### src/rtl/sof_pkg.sv
package sof_pkg;

  // Which interval governs the frame timer in the current cycle.
  typedef enum logic [1:0] {
    WIN_HOST_UF  = 2'd0,
    WIN_DEV_FREE = 2'd1,
    WIN_DEV_HS   = 2'd2,
    WIN_DEV_FS   = 2'd3
  } win_e;

endpackage

### src/rtl/sof_interval_sel.sv
module sof_interval_sel #(
  parameter int unsigned CLK_KHZ   = 60000,
  parameter int unsigned MARGIN_SH = 3,
  parameter int unsigned CNT_W     = 17
) (
  input  logic             dev_mode,
  input  logic             hs_sel,
  input  logic             connected,
  output sof_pkg::win_e    win,
  output logic [CNT_W-1:0] term
);
  import sof_pkg::*;

  localparam int unsigned HS_CYC  = CLK_KHZ / 8;
  localparam int unsigned FS_CYC  = CLK_KHZ;
  localparam int unsigned HS_LATE = HS_CYC + (HS_CYC >> MARGIN_SH);
  localparam int unsigned FS_LATE = FS_CYC + (FS_CYC >> MARGIN_SH);

  localparam logic [CNT_W-1:0] T_HOST = CNT_W'(HS_CYC - 1);
  localparam logic [CNT_W-1:0] T_FREE = CNT_W'(FS_CYC - 1);
  localparam logic [CNT_W-1:0] T_HS   = CNT_W'(HS_LATE - 1);
  localparam logic [CNT_W-1:0] T_FS   = CNT_W'(FS_LATE - 1);

  always_comb begin
    if (!dev_mode)       win = WIN_HOST_UF;
    else if (!connected) win = WIN_DEV_FREE;
    else if (hs_sel)     win = WIN_DEV_HS;
    else                 win = WIN_DEV_FS;
  end

  always_comb begin
    unique case (win)
      WIN_HOST_UF:  term = T_HOST;
      WIN_DEV_FREE: term = T_FREE;
      WIN_DEV_HS:   term = T_HS;
      default:      term = T_FS;
    endcase
  end

endmodule

### src/rtl/sof_frame_timer.sv
module sof_frame_timer #(
  parameter int unsigned CNT_W = 17
) (
  input  logic             clk,
  input  logic             rst_n,
  input  logic             run,
  input  logic             sof_take,
  input  logic [CNT_W-1:0] term,
  output logic             evt,
  output logic [CNT_W-1:0] cnt
);

  logic             cnt_en;
  logic             expire;
  logic [CNT_W-1:0] cnt_d;

  // A count already past a freshly shortened window fires at once.
  assign expire = run && (cnt >= term);
  assign evt    = sof_take || expire;
  assign cnt_en = run || sof_take;

  always_comb begin
    if (evt) cnt_d = '0;
    else     cnt_d = cnt + 1'b1;
  end

  always_ff @(posedge clk or negedge rst_n) begin
    if (!rst_n)      cnt <= '0;
    else if (cnt_en) cnt <= cnt_d;
  end

endmodule

### src/rtl/sof_status_flag.sv
module sof_status_flag (
  input  logic clk,
  input  logic rst_n,
  input  logic evt,
  input  logic clr_w1c,
  output logic flag,
  output logic tick
);

  logic flag_d;
  logic flag_en;

  // Set has priority over the software clear.
  assign flag_en = evt || clr_w1c;
  assign flag_d  = evt;

  always_ff @(posedge clk or negedge rst_n) begin
    if (!rst_n)       flag <= 1'b0;
    else if (flag_en) flag <= flag_d;
  end

  always_ff @(posedge clk or negedge rst_n) begin
    if (!rst_n) tick <= 1'b0;
    else        tick <= evt;
  end

endmodule

### src/rtl/sof_tick_wdog.sv
module sof_tick_wdog #(
  parameter int unsigned CLK_KHZ   = 60000,
  parameter int unsigned MARGIN_SH = 3
) (
  input  logic clk,
  input  logic rst_n,
  input  logic phy_clk_on,
  input  logic port_susp,
  input  logic dev_mode,
  input  logic hs_sel,
  input  logic connected,
  input  logic sof_rx,
  input  logic clr_w1c,
  output logic sof_flag,
  output logic sof_tick
);
  import sof_pkg::*;

  localparam int unsigned FS_LATE = CLK_KHZ + (CLK_KHZ >> MARGIN_SH);
  localparam int unsigned CNT_W   = $clog2(FS_LATE + 1);

  win_e             win;
  logic [CNT_W-1:0] term;
  logic [CNT_W-1:0] frame_cnt;
  logic             run;
  logic             sof_take;
  logic             tick_evt;

  assign run      = dev_mode || (phy_clk_on && !port_susp);
  assign sof_take = dev_mode && sof_rx;

  sof_interval_sel #(
    .CLK_KHZ  (CLK_KHZ),
    .MARGIN_SH(MARGIN_SH),
    .CNT_W    (CNT_W)
  ) u_sel (
    .dev_mode (dev_mode),
    .hs_sel   (hs_sel),
    .connected(connected),
    .win      (win),
    .term     (term)
  );

  sof_frame_timer #(
    .CNT_W(CNT_W)
  ) u_timer (
    .clk     (clk),
    .rst_n   (rst_n),
    .run     (run),
    .sof_take(sof_take),
    .term    (term),
    .evt     (tick_evt),
    .cnt     (frame_cnt)
  );

  sof_status_flag u_flag (
    .clk    (clk),
    .rst_n  (rst_n),
    .evt    (tick_evt),
    .clr_w1c(clr_w1c),
    .flag   (sof_flag),
    .tick   (sof_tick)
  );

endmodule

### config.mk
export PLATFORM = sky130hd
export DESIGN_NAME = sof_tick_wdog
export DESIGN_NICKNAME = d
export VERILOG_FILES = /design/src/rtl/sof_pkg.sv /design/src/rtl/sof_interval_sel.sv /design/src/rtl/sof_frame_timer.sv /design/src/rtl/sof_status_flag.sv /design/src/rtl/sof_tick_wdog.sv
export SDC_FILE = /design/constraint.sdc
export NUM_CORES = 1
export LEC_CHECK = 0
export BUFFER_PORTS_ARGS = -buffer_cell sky130_fd_sc_hd__buf_4
export CORE_ASPECT_RATIO = 0.8
export CORE_MARGIN = 1.5
export CORE_UTILIZATION = 45
export CTS_CLUSTER_DIAMETER = 40
export CTS_CLUSTER_SIZE = 28
export DETAILED_ROUTE_END_ITERATION = 10
export PLACE_DENSITY = 0.71
export SLEW_MARGIN = 20
export SYNTH_ARGS = -nofsm -noshare
export SYNTH_HDL_FRONTEND = slang
export SYNTH_SLANG_ARGS = --single-unit
### constraint.sdc
create_clock -name clk -period 2.05 [get_ports clk]
set_clock_uncertainty 0.15 [all_clocks]
set_input_delay 0.615 -clock clk [delete_from_list [all_inputs] [get_ports clk]]
set_output_delay 0.615 -clock clk [all_outputs]
set_load 0.02 [all_outputs]
-- Word level (Yosys, flattened, before mapping)
Index checks and enable logic that the tools add are counted.
- register bits: 19
- bits of input ports: 9
- output and inout port bits: 2
- logic and storage cells: 21
- add/subtract/negate cells: 1
- magnitude comparators: 1
- equal/unequal tests: 2
- mux-type cells: 5
- reduce and logical (&&, ||, !) cells: 9
- operator list (operator ; count):
    17-bit one-hot mux with 3 select lines ; 1
    17-bit by 1-bit adder with 17-bit output (second input constant) ; 1
    17-bit greater-or-equal comparator ; 1
    17-bit 2-to-1 mux ; 1
    1-bit logical OR ; 4
    2-bit 2-to-1 mux ; 2
    1-bit logical AND ; 3
    2-bit by 1-bit equality test with 1-bit output (second input constant) ; 1
    2-bit equality test (second input constant) ; 1
    2-bit zero test ; 1
    1-bit zero test ; 1
    1-bit 2-to-1 mux ; 1

-- Logic depth before layout (Yosys ltp)
Gate-level depths: netlist (run 1).
- word-level depth: 9
- gate-level depth with buffers: 11

-- Modules after synthesis
From an unflattened synthesis (run 1), not the netlist that was laid out.
- cell total of the unflattened synthesis: 177
- area, all modules: 1605.3 sq um
- modules (own cells, without submodules) (module ; instances ; cells an instance ; area each (sq um)):
    sof_frame_timer ; 1 ; 148 ; 1358.8
    sof_interval_sel ; 1 ; 22 ; 167.7
    sof_status_flag ; 1 ; 4 ; 61.3
    sof_tick_wdog ; 1 ; 3 ; 17.5

-- Worst setup path before layout (run 1)
No wires, ideal clock.
- path type: input -> register
- start: input port dev_mode
- end: register u_timer.cnt[10]
- setup time: 0.125 ns
- data arrival time: 2.691 ns
- path slack: -0.917 ns
- stages: 10
- path buffers: 2
- cells stage by stage: buf_2 and2_1 ha_1 inv_1 ha_1 nand2_1 or3_1 a211oi_2 buf_4 nor3_1
- longest elaborated chain between the ends: 7
- elaborated cells on any way between the ends: 12
- ends and longest elaborated chain (what ; RTL line ; text):
    from (decl) ; sof_tick_wdog.sv:9 ; input logic dev_mode,
    2-bit 2-to-1 mux ; sof_interval_sel.sv:25 ; if (!dev_mode) win = WIN_HOST_UF;
    2-bit equality test (tied with other cells) ; sof_interval_sel.sv:32 ; unique case (win)
    17-bit one-hot mux with 3 select lines ; sof_interval_sel.sv:32 ;
    17-bit greater-or-equal comparator ; sof_frame_timer.sv:18 ; assign expire = run && (cnt >= term);
    1-bit logical AND ; sof_frame_timer.sv:18 ;
    1-bit logical OR ; sof_frame_timer.sv:19 ; assign evt = sof_take || expire;
    17-bit 2-to-1 mux ; sof_frame_timer.sv:23 ; if (evt) cnt_d = '0;
    to (signal assigned) ; sof_frame_timer.sv:29 ; else if (cnt_en) cnt <= cnt_d;
    to (decl) ; sof_frame_timer.sv:10 ; output logic [CNT_W-1:0] cnt
Parallel ways exist; a longest one is shown, timed or not.
A chain may end at the register's enable or synchronous reset.

-- Worst setup path after layout (run 1)
- start: input port hs_sel
- end: register u_flag.tick
- longest elaborated chain between the ends: 8
- elaborated cells on any way between the ends: 10
- ends and longest elaborated chain (what ; RTL line ; text):
    from (decl) ; sof_tick_wdog.sv:10 ; input logic hs_sel,
    1-bit 2-to-1 mux (*) ; sof_interval_sel.sv:27 ; else if (hs_sel) win = WIN_DEV_HS;
    2-bit 2-to-1 mux (*) ; sof_interval_sel.sv:26 ; else if (!connected) win = WIN_DEV_FREE;
    2-bit 2-to-1 mux (*) ; sof_interval_sel.sv:25 ;
    2-bit equality test (tied with other cells) ; sof_interval_sel.sv:32 ;
    17-bit one-hot mux with 3 select lines (*) ; sof_interval_sel.sv:32 ;
    17-bit greater-or-equal comparator (*) ; sof_frame_timer.sv:18 ;
    1-bit logical AND (*) ; sof_frame_timer.sv:18 ;
    1-bit logical OR (*) ; sof_frame_timer.sv:19 ;
    net tick_evt ; sof_tick_wdog.sv:27 ; logic tick_evt;
    to (signal assigned) ; sof_status_flag.sv:24 ; else tick <= evt;
    to (decl) ; sof_status_flag.sv:7 ; output logic tick
The timed path passes the listed nets; every way through them passes the cells marked *.

==> results of run 1 <==
==> cell families after synthesis <==
logic type / count (synthesis) / share of synthesized area [%]
buf+inv: 12 / 4.09
compound gates: 20 / 9.57
fa+ha+maj: 20 / 17.4
simple gates: 65 / 26.8
flops: 19 / 33.0
xor+xnor: 15 / 9.13
==> power breakdown <==
group          switching (W)  internal (W)  leakage [nW]
Sequential         0.0000222      0.000405         0.259
Clock               0.000120      0.000138        0.0228
Combinational       0.000178      0.000167         0.700
==> flip-flops by register name, summed over array words and instances (netlist names) <==
register and flops:
u_flag.flag 1, u_timer.cnt 17, u_flag.tick 1
==> cells in the mapped netlist (2+ instances only) <==
| master | instances | area share (%) |
|---|---|---|
| sky130_fd_sc_hd__and2_1 | 2 | 0.87 |
| sky130_fd_sc_hd__or2_2 | 2 | 0.87 |
| sky130_fd_sc_hd__or4b_1 | 2 | 1.4 |
| sky130_fd_sc_hd__buf_2 | 2 | 0.70 |
| sky130_fd_sc_hd__nand4_1 | 4 | 1.7 |
| sky130_fd_sc_hd__nand3_1 | 4 | 1.4 |
| sky130_fd_sc_hd__nor3_1 | 17 | 5.9 |
| sky130_fd_sc_hd__ha_1 | 20 | 17 |
| sky130_fd_sc_hd__o21ai_0 | 4 | 1.4 |
| sky130_fd_sc_hd__xor2_1 | 8 | 4.9 |
| sky130_fd_sc_hd__nor2_1 | 6 | 1.6 |
| sky130_fd_sc_hd__dfrtp_1 | 19 | 33 |
| sky130_fd_sc_hd__xnor2_1 | 7 | 4.3 |
| sky130_fd_sc_hd__nand2_1 | 16 | 4.2 |
| sky130_fd_sc_hd__a21oi_1 | 8 | 2.8 |
| sky130_fd_sc_hd__inv_1 | 7 | 1.8 |
==> worst paths after layout <==
path,startpoint,endpoint,slack [ns],cells after the start
hold / removal,rst_n,u_timer.cnt[1]$_DFFE_PN0P_,0.07,1
hold reg to reg,u_flag.flag$_DFFE_PN0P_,u_flag.flag$_DFFE_PN0P_,0.38,1
max in group asynchronous,rst_n,u_flag.tick$_DFF_PN0_,1.49,1
setup / recovery,hs_sel,u_flag.tick$_DFF_PN0_,-0.53,13
min in group clk,u_flag.flag$_DFFE_PN0P_,u_flag.flag$_DFFE_PN0P_,0.38,1
setup reg to reg,u_timer.cnt[6]$_DFFE_PN0P_,u_flag.tick$_DFF_PN0_,-0.08,8
==> metal layers <==
metal	global-route usage, %	vias to the layer above	routed length (microns)
met3	1.88	8	90
met2	42.2	20	2010
met1	28.0	659	1760
li1	-	634	-
met4	7.82	0	77
met5	0	-	0
==> stage by stage <==
stage,setup WS (ns),util (%),instance area (sq um),hold WS (ns),TNS (ns)
finish,-0.534,68.8,2110,0.0676,-9.44
detailed placement,-0.876,60.3,1850,0.348,-14.83
global placement,-0.805,60.3,1850,0.339,-13.04
floorplan,-0.668,-,1500,0.169,-11.17
CTS,-0.479,64.4,1970,0.0716,-8.79
global route,-0.593,68.8,2110,0.0783,-10.63
==> worst register-to-register path: cells and delay by family, from the launching register on <==
family | cells | cell delay [ns]
AOI/OAI and AO/OA | 4 | 0.58
adders and majority gates | 1 | 0.33
buffers and inverters | 2 | 0.28
DFF | 1 | 0.40
and+or+nand+nor | 1 | 0.27
==> cell type report <==
type | count | area [sq um] | area share [%]
tap | 40 | 50.0 | 2.38
clock buffer | 4 | 45.0 | 2.14
sequential | 19 | 475 | 22.6
timing repair buffer | 49 | 434 | 20.6
multi-input combinational | 120 | 1070 | 50.9
inverter | 7 | 28.8 | 1.37
==> repair_timing <==
item,in CTS,in global routing
hold buffers,0,0
buffers inserted,1,2
endpoints found under the setup margin,19,19
gates cloned,0,2
pin swaps,3,5
gates resized for setup,16,16
==> results.txt, run 1 <==
- Number of input and output port buffers inserted: 10
* Netlist area before placement: 1440 sq um
* Ant. Diodes: 0
- The completed layout was analyzed and its total power is 0.00103 W.
- In this run the core area contains 18 standard-cell rows.
- Cell count after placement: 230
- STA classifies the critical path endpoint as a flop.
- The cell family contributing the most delay on the critical path is compound AO/OA/AOI/OAI gates.
* Minimum clock period after layout: 2.58 ns
* Vias in the first global route: 1,344
- The initial antenna violation count is 0.
- Commonest non-fill, non-tap cell in the layout: sky130_fd_sc_hd__buf_4
- Type of the tightest min-delay check: in -> async
- In the global route stage, overall resource usage came out at 22.7%.
- For this run, the slowest stage of the critical path takes 0.30 ns.
- The initial utilization of the core area, before any placement, comes to 47.0%.
- In this run the horizontal extent of the chip is 66.2 microns.
- Part of the Yosys area used for sequential elements: 33.0%
* Post-Syn Instances: 151
- Synthesis inferred 19 register bits.
- The finished layout holds 239 standard cells, fillers aside.
- Overall die height: 53.6 microns
- The Yosys step of the flow raised 0 warnings.
* Synthesis-to-finish area growth: 46.3%
- P_leak: 0.983 nW
- STA puts the critical path data required time at 2.04 ns.
- Clock slew at the register clock pins of the worst setup and hold paths: 0.07 ns
* Final hold vios: 0
- The worst setup path is launched from a primary input.
- Cell Chain, Critical Path: buf_4 > nand2_2 > nand2_4 > ha_4 > inv_4 > ha_4 > a21oi_2 > o21ai_2 > a41oi_2 > a211oi_4 > buf_6 > buf_12 > or2_2
* Wire length of the first global-routing pass: 6.02 mm
- Detailed placement ended at an HPWL of 2.92 mm.
- In the synthesized netlist the dominant register cell turns out to be sky130_fd_sc_hd__dfrtp_1.
* Overflow after GRT: 0
* Final setup violation count: 19
- Mean instance size in the synthesized netlist: 9.53 sq um
* DRC violation count after routing: 0
- The number of buffers and inverters on the critical path is 4.
- Via density per instance: 5.53
- The first routing iteration left 56 violations.
- Across all setup checks in the final design, the least slack found is -0.534 ns.
- Fill cell total of the finished layout: 233
- The post-route netlist has 46.7% of its cells at a drive strength greater than 1.
- The worst path uses 126% of the clock period.
- Run status: complete, but fails checks
- Deepest clock path buffer count: 2
- The tree is rooted in a sky130_fd_sc_hd__clkbuf_8.
- The clock net in this run drives a total of 19 sinks.
- Yosys mapped a number of flops with a built-in enable equal to 0.
* Number of buffers created by CTS: 3
- The checks that failed: setup timing.
* Standard cell core area: 3060 sq um
- Pin placement for this block handled 11 I/O pins.
- Die area: 3550 sq um
- Distinct cell type count after synthesis: 39
- Detailed-route wire length: 3.93 mm
* Post-detailed-route wirelength per cell: 16.4 microns
- Nets in the synthesized netlist: 180
- Data arrives at the worst endpoint at 2.57 ns.
- Max Clk Rate: 387 MHz
- Final #Nets: 229
- Setup repair after global routing could not meet its margin everywhere.
- In the layout the commonest cells are sky130_fd_sc_hd__buf_4 (41), sky130_fd_sc_hd__dfrtp_1 (19), sky130_fd_sc_hd__ha_1 (18).
* Measured slew at the worst slew-check pin: 0.444 ns
- Entering global routing, the biggest net connects 20 pins.
- Maximum level of the CTS H-tree: 1
- Clock insertion delay at the later pin of the skew report: 0.25 ns
- Global placement routability congestion: 0.843
- TritonCTS clock tree: built
* Via count: 1,321
- Max_slew headroom: 70.2%
* Maximum net fanout on the critical path: 5
- In the synthesized netlist the async set-or-reset flop fraction comes to 100%.
- Total iterations of the first detailed-routing run: 4
* Maximum vdd ir drop: 0.364 mV
- Final antenna-violating net count: 0
- The worst setup path is of the in -> reg kind.
* Cell with the largest stage delay on the worst path: sky130_fd_sc_hd__ha_4
- Total of max-cap violations: 0
- The final number of max-transition violations is 0.
* Power per unit of standard cell area: 489 nW/um^2
- Counting stages on the worst path, the most repeated cell is sky130_fd_sc_hd__ha_4.
Note: power is estimated with default switching activity, not from simulation.
==> run 2, diff against run 1 <==
--- a/config.mk
+++ b/config.mk
@@ -5,6 +5,7 @@
 export SDC_FILE = /design/constraint.sdc
 export NUM_CORES = 1
 export LEC_CHECK = 0
+export ABC_AREA = 1
 export BUFFER_PORTS_ARGS = -buffer_cell sky130_fd_sc_hd__buf_4
 export CORE_ASPECT_RATIO = 0.8
 export CORE_MARGIN = 1.5
==> run 2 against run 1 <==
  * The run still ends with setup timing left
  * Non-clock buffer count decreased by 22
  * Via count rose by 9.3%
  * Cell count increased by 20%
  * Total power up 4.4%
  * Combinational power increased by 7.8%
  * Critical path depth rose by 1
  * Worst hold slack better by 0.00065 ns
  * Clock power barely moved
  * Worst setup slack improved by 0.27 ns
  * Fmax increased by 12%
  * Count of clock-buffer cells in the layout stayed put
  * Critical endpoint is now u_timer.cnt[3]$_DFFE_PN0P_
  * Largest power group unchanged
==> results.txt, run 2 <==
- The area growth from synthesis to layout is 28.6%.
* Distinct cell type count after synthesis: 26 (-33%)
* Measured slew at the worst slew-check pin: 0.369 ns (-0.0749 ns)
- The combinational power share was 34.6% (+1.1 points).
* Share of total power in sequential cells: 41.5% (about the same)
- Switching pwr: 0.000364 W (+14%)
- In the layout the commonest cells are sky130_fd_sc_hd__nand2_1 (53), sky130_fd_sc_hd__inv_1 (26), sky130_fd_sc_hd__buf_4 (22).
- The commonest cells after synthesis are sky130_fd_sc_hd__nand2_1 (61), sky130_fd_sc_hd__inv_1 (31), sky130_fd_sc_hd__ha_1 (20), sky130_fd_sc_hd__dfrtp_1 (19), sky130_fd_sc_hd__nor2_1 (16).
- The post-synthesis async set-or-reset flop share is 100% (unchanged).
- Clock insertion delay at the later pin of the skew report: 0.26 ns (about the same)
* Maximum vdd ir drop: 0.478 mV (+31%)
- Most common cell in the synthesized netlist: sky130_fd_sc_hd__nand2_1
- Total iterations of the first detailed-routing run: 4 (unchanged)
- Deepest clock path buffer count: 2 (unchanged)
- Maximum level of the CTS H-tree: 1 (unchanged)
- The total nets after synthesis was 246 (+37%).
- Ant. Diodes: 0 (unchanged)
* Number of cells in the finished layout apart from fillers: 287 (+20%)
- Top cell type's share of synthesized area: 29.3% (-3.7 points)
- After synthesis, the largest family of logic cells by area is simple AND/OR/NAND/NOR gates.
- The number of buffers added by the clock tree synthesis step was 3 (unchanged).
- Leaving out fill and tap cells, the most frequent cell in the layout is sky130_fd_sc_hd__nand2_1.
* Multiplexer area fraction after synthesis: 0% (unchanged)
- Max_slew headroom: 75.2% (+5.0 points)
- The average instance area after synthesis was 7.47 sq um (-22%).
- Ys Warns: 0 (unchanged)
- Clock slew at the register clock pins of the worst setup and hold paths: 0.07 ns (about the same)
- Post-Syn Instances: 217 (+44%)
- The sequential element share of the synthesized area is 29.3% (-3.7 points).
- The share of final-layout standard cells stronger than drive strength 1 was 34.3% (-12 points).
* Final antenna-violating net count: 0 (unchanged)
- The total core area was 3450 sq um (+13%).
- The clock network fraction of design power was 23.9% (-1.2 points).
- Failing checks: setup timing
- The residual overflow from global routing is 0 (unchanged).
- Cell Chain, Critical Path: buf_6 > a21oi_4 > inv_2 > ha_4 > inv_4 > ha_4 > nand2_4 > nor2_4 > nand4_1 > nand2_2 > nor2_4 > nand2_4 > buf_8 > a21oi_2
- The height of the die is 56.7 microns (+5.8%).
- CTS Root Cell: sky130_fd_sc_hd__clkbuf_8
- The final clock period utilization by the worst path is 113% (-13 points).
- Pin count of the biggest net entering global routing: 20 (unchanged)
- Reg-to-reg critical path endpoint: u_timer.cnt[3]$_DFFE_PN0P_
- TritonCTS built the clock tree.
- Largest area contributor in the netlist: sky130_fd_sc_hd__dfrtp_1
- IO Count: 11 (unchanged)
- The detail-routed net length per standard cell is 12.7 microns (-23%).
- The starting utilization of the core area is 47.0% (+0.065 points).
* Antenna violations before repair: 0 (unchanged)
- Run status: complete, but fails checks
- The initial DRC count was 27 (-52%).
- The number of buffers inserted by port buffering was 10 (unchanged).
- The fmax was 433 MHz (+12%).
* Via density per instance: 5.03 (-9.0%)
- Minimum clock period after layout: 2.31 ns (-0.272 ns)
- The count of vias placed by the detailed router is 1,444 (+9.3%).
- Fill cell total of the finished layout: 311 (+33%)
* Final std cell area, no fill: 2090 sq um (-0.95%)
* Type of the tightest min-delay check: in -> async
- Proportion of total power due to net switching: 33.9% (+2.7 points)
- The weighted congestion reported at the end of routability-driven placement is 0.849 (+0.70%).
- The critical path in this run is classified as in -> reg.
- Largest Register: u_timer.cnt
- The number of placed cells counting well taps was 281 (+22%).
- The maximum fanout encountered on the critical timing path was 7 (+2).
- The number of placement rows came to 19 (+1).
- GR Util All Layers: 20.1% (-2.6 points)
- Synth Flop Type: sky130_fd_sc_hd__dfrtp_1
* Number of flip-flops in the largest register: 17 (unchanged)
- Unrepaired setup endpoints after global routing: yes
* Worst Reg-to-Reg Cells: 9 (+1)
- Post-Route Utilization: 60.5% (-8.2 points)
- Standard cell area after detailed placement: 1940 sq um (+4.9%)
* Die width: 70.1 microns (+5.9%)
- Beginning of the worst register-to-register path: u_timer.cnt[14]$_DFFE_PN0P_
- The number of max-cap violations was 0 (unchanged).
* Die area: 3970 sq um (+12%)
- The total wire length is 3.64 mm (-7.4%).
- The simple-gate share of the synthesized area is 32.2% (+5.4 points).
- Sorting the synthesized cells by area gives the leading types as sky130_fd_sc_hd__dfrtp_1 (29%), sky130_fd_sc_hd__ha_1 (15%), sky130_fd_sc_hd__nand2_1 (14%).
- The number of synthesized flops with an enable pin came to 0 (unchanged).
* Final #Nets: 275 (+20%)
- The cell internal power dissipation came to 0.000711 W (+0.27%).
* Reg-to-reg setup timing slack: 0.18 ns (+0.26 ns)
- Wire length of the first global-routing pass: 6.18 mm (+2.5%)
- The final hold violation count was 0 (unchanged).
* Sort of element at the start of the critical path: primary input
* Final Worst Setup Slack: -0.262 ns (+0.272 ns)
- Cell with the largest stage delay on the worst path: sky130_fd_sc_hd__ha_4
* Complex-gate fraction of the synthesized area: 10.6% (+1.0 points)
- The worst stage delay on the critical path was 0.32 ns (+0.02 ns).
- DRC violation count after routing: 0 (unchanged)
- Netlist area before placement: 1620 sq um (+13%)
* Final setup violation count: 19 (unchanged)
- Type of destination of the critical path: flop
- The half-perimeter wire length after placement is 2.92 mm (about the same).
* P_leak: 0.992 nW (+0.97%)
* Pins Over Slew Limit: 0 (unchanged)
- The number of global-route vias before repair came to 1,393 (+3.6%).
* Largest registers in the final layout: u_timer.cnt: 17 flops, u_flag.flag: 1 flops, u_flag.tick: 1 flops
- The count of state elements after synthesis came to 19 (unchanged).
- Power per unit of standard cell area: 516 nW/um^2 (+5.4%)
* Post-synthesis share of cell area spent on full adders, half adders and majority gates: 15.4% (-2.0 points)
- The share of the synthesized netlist area taken by xor and xnor gates came to 3.78% (-5.3 points).
- Hold_buf cts: 0 (unchanged)
- The data required time at the worst endpoint was 2.09 ns (+0.05 ns).
- The clock sink count is 19 (unchanged).
- The data arrival time of the critical path was 2.35 ns (-0.22 ns).
## run 2: power by group through the flow
| stage | Clock, W | Combinational, W | Sequential, W |
|---|---|---|---|
| finish | 0.000257 | 0.000372 | 0.000446 |
| global placement | 0 | 0.000322 | 0.000453 |
| detailed placement | 0 | 0.000324 | 0.000453 |
| floorplan | 0 | 0.000196 | 0.000459 |
| CTS | 0.000266 | 0.000344 | 0.000446 |
| global route | 0.000282 | 0.000412 | 0.000448 |
## run 2: cells by family (layout without fill, tap and decap cells)
kind of cell	Yosys count	count (layout)
DFF	19	19
and+or+nand+nor	111	111
buffers and inverters	35	63
AOI/OAI and AO/OA	25	25
adders and majority gates	20	20
xor gates and xnor gates	7	7
## run 2: critical path: cells and delay by family
family / cells / cell delay (ns)
adders and majority gates: 2 / 0.57
and+or+nand+nor: 6 / 0.52
buffers and inverters: 4 / 0.37
AOI/OAI and AO/OA: 2 / 0.26
## run 2: final cells by class
class                           count  area [sq um]  share of cell area [%]
Sequential cell                    19           475                    22.8
Inverter                           32           125                    6.00
Clock buffer                        4          45.0                    2.16
Timing Repair Buffer               27           229                    11.0
Tap cell                           42          52.6                    2.52
Multi-Input combinational cell    163          1160                    55.5
## run 2: per-stage QoR
| step | total power (W) | hold slack [ns] | worst slack (ns) | setup TNS (ns) |
|---|---|---|---|---|
| after global placement | 0.000775 | 0.350 | -0.583 | -10.12 |
| after global routing | 0.00114 | 0.0759 | -0.364 | -6.35 |
| after CTS | 0.00106 | 0.0720 | -0.241 | -4.11 |
| after floorplan | 0.000654 | 0.169 | -0.340 | -4.99 |
| after detailed placement | 0.000776 | 0.351 | -0.605 | -10.48 |
| final | 0.00108 | 0.0682 | -0.262 | -4.59 |
## run 2: per-layer routing
metal  share of wire, %  vias to the layer above  track usage (%)
li1                   -                      755                -
met1                 50                      660             28.3
met2                 46                       25             31.3
met3                3.0                        4             2.33
met4                1.5                        0             8.24
met5                  0                        -                0
## run 2: worst max path at each step
| stage | from | to | slack (ns) |
|---|---|---|---|
| after floorplan | hs_sel | u_timer.cnt[12]$_DFFE_PN0P_ | -0.34 |
| after global placement | hs_sel | u_timer.cnt[3]$_DFFE_PN0P_ | -0.58 |
| after detailed placement | hs_sel | u_timer.cnt[8]$_DFFE_PN0P_ | -0.61 |
| after CTS | hs_sel | u_timer.cnt[3]$_DFFE_PN0P_ | -0.24 |
| after global routing | hs_sel | u_timer.cnt[10]$_DFFE_PN0P_ | -0.36 |
| final | hs_sel | u_timer.cnt[3]$_DFFE_PN0P_ | -0.26 |
## run 2: repair_timing
item,in CTS,in global routing
pin swaps,6,9
endpoints found under the setup margin,19,19
buffers inserted,2,0
gates resized for setup,10,15
cloned,0,0
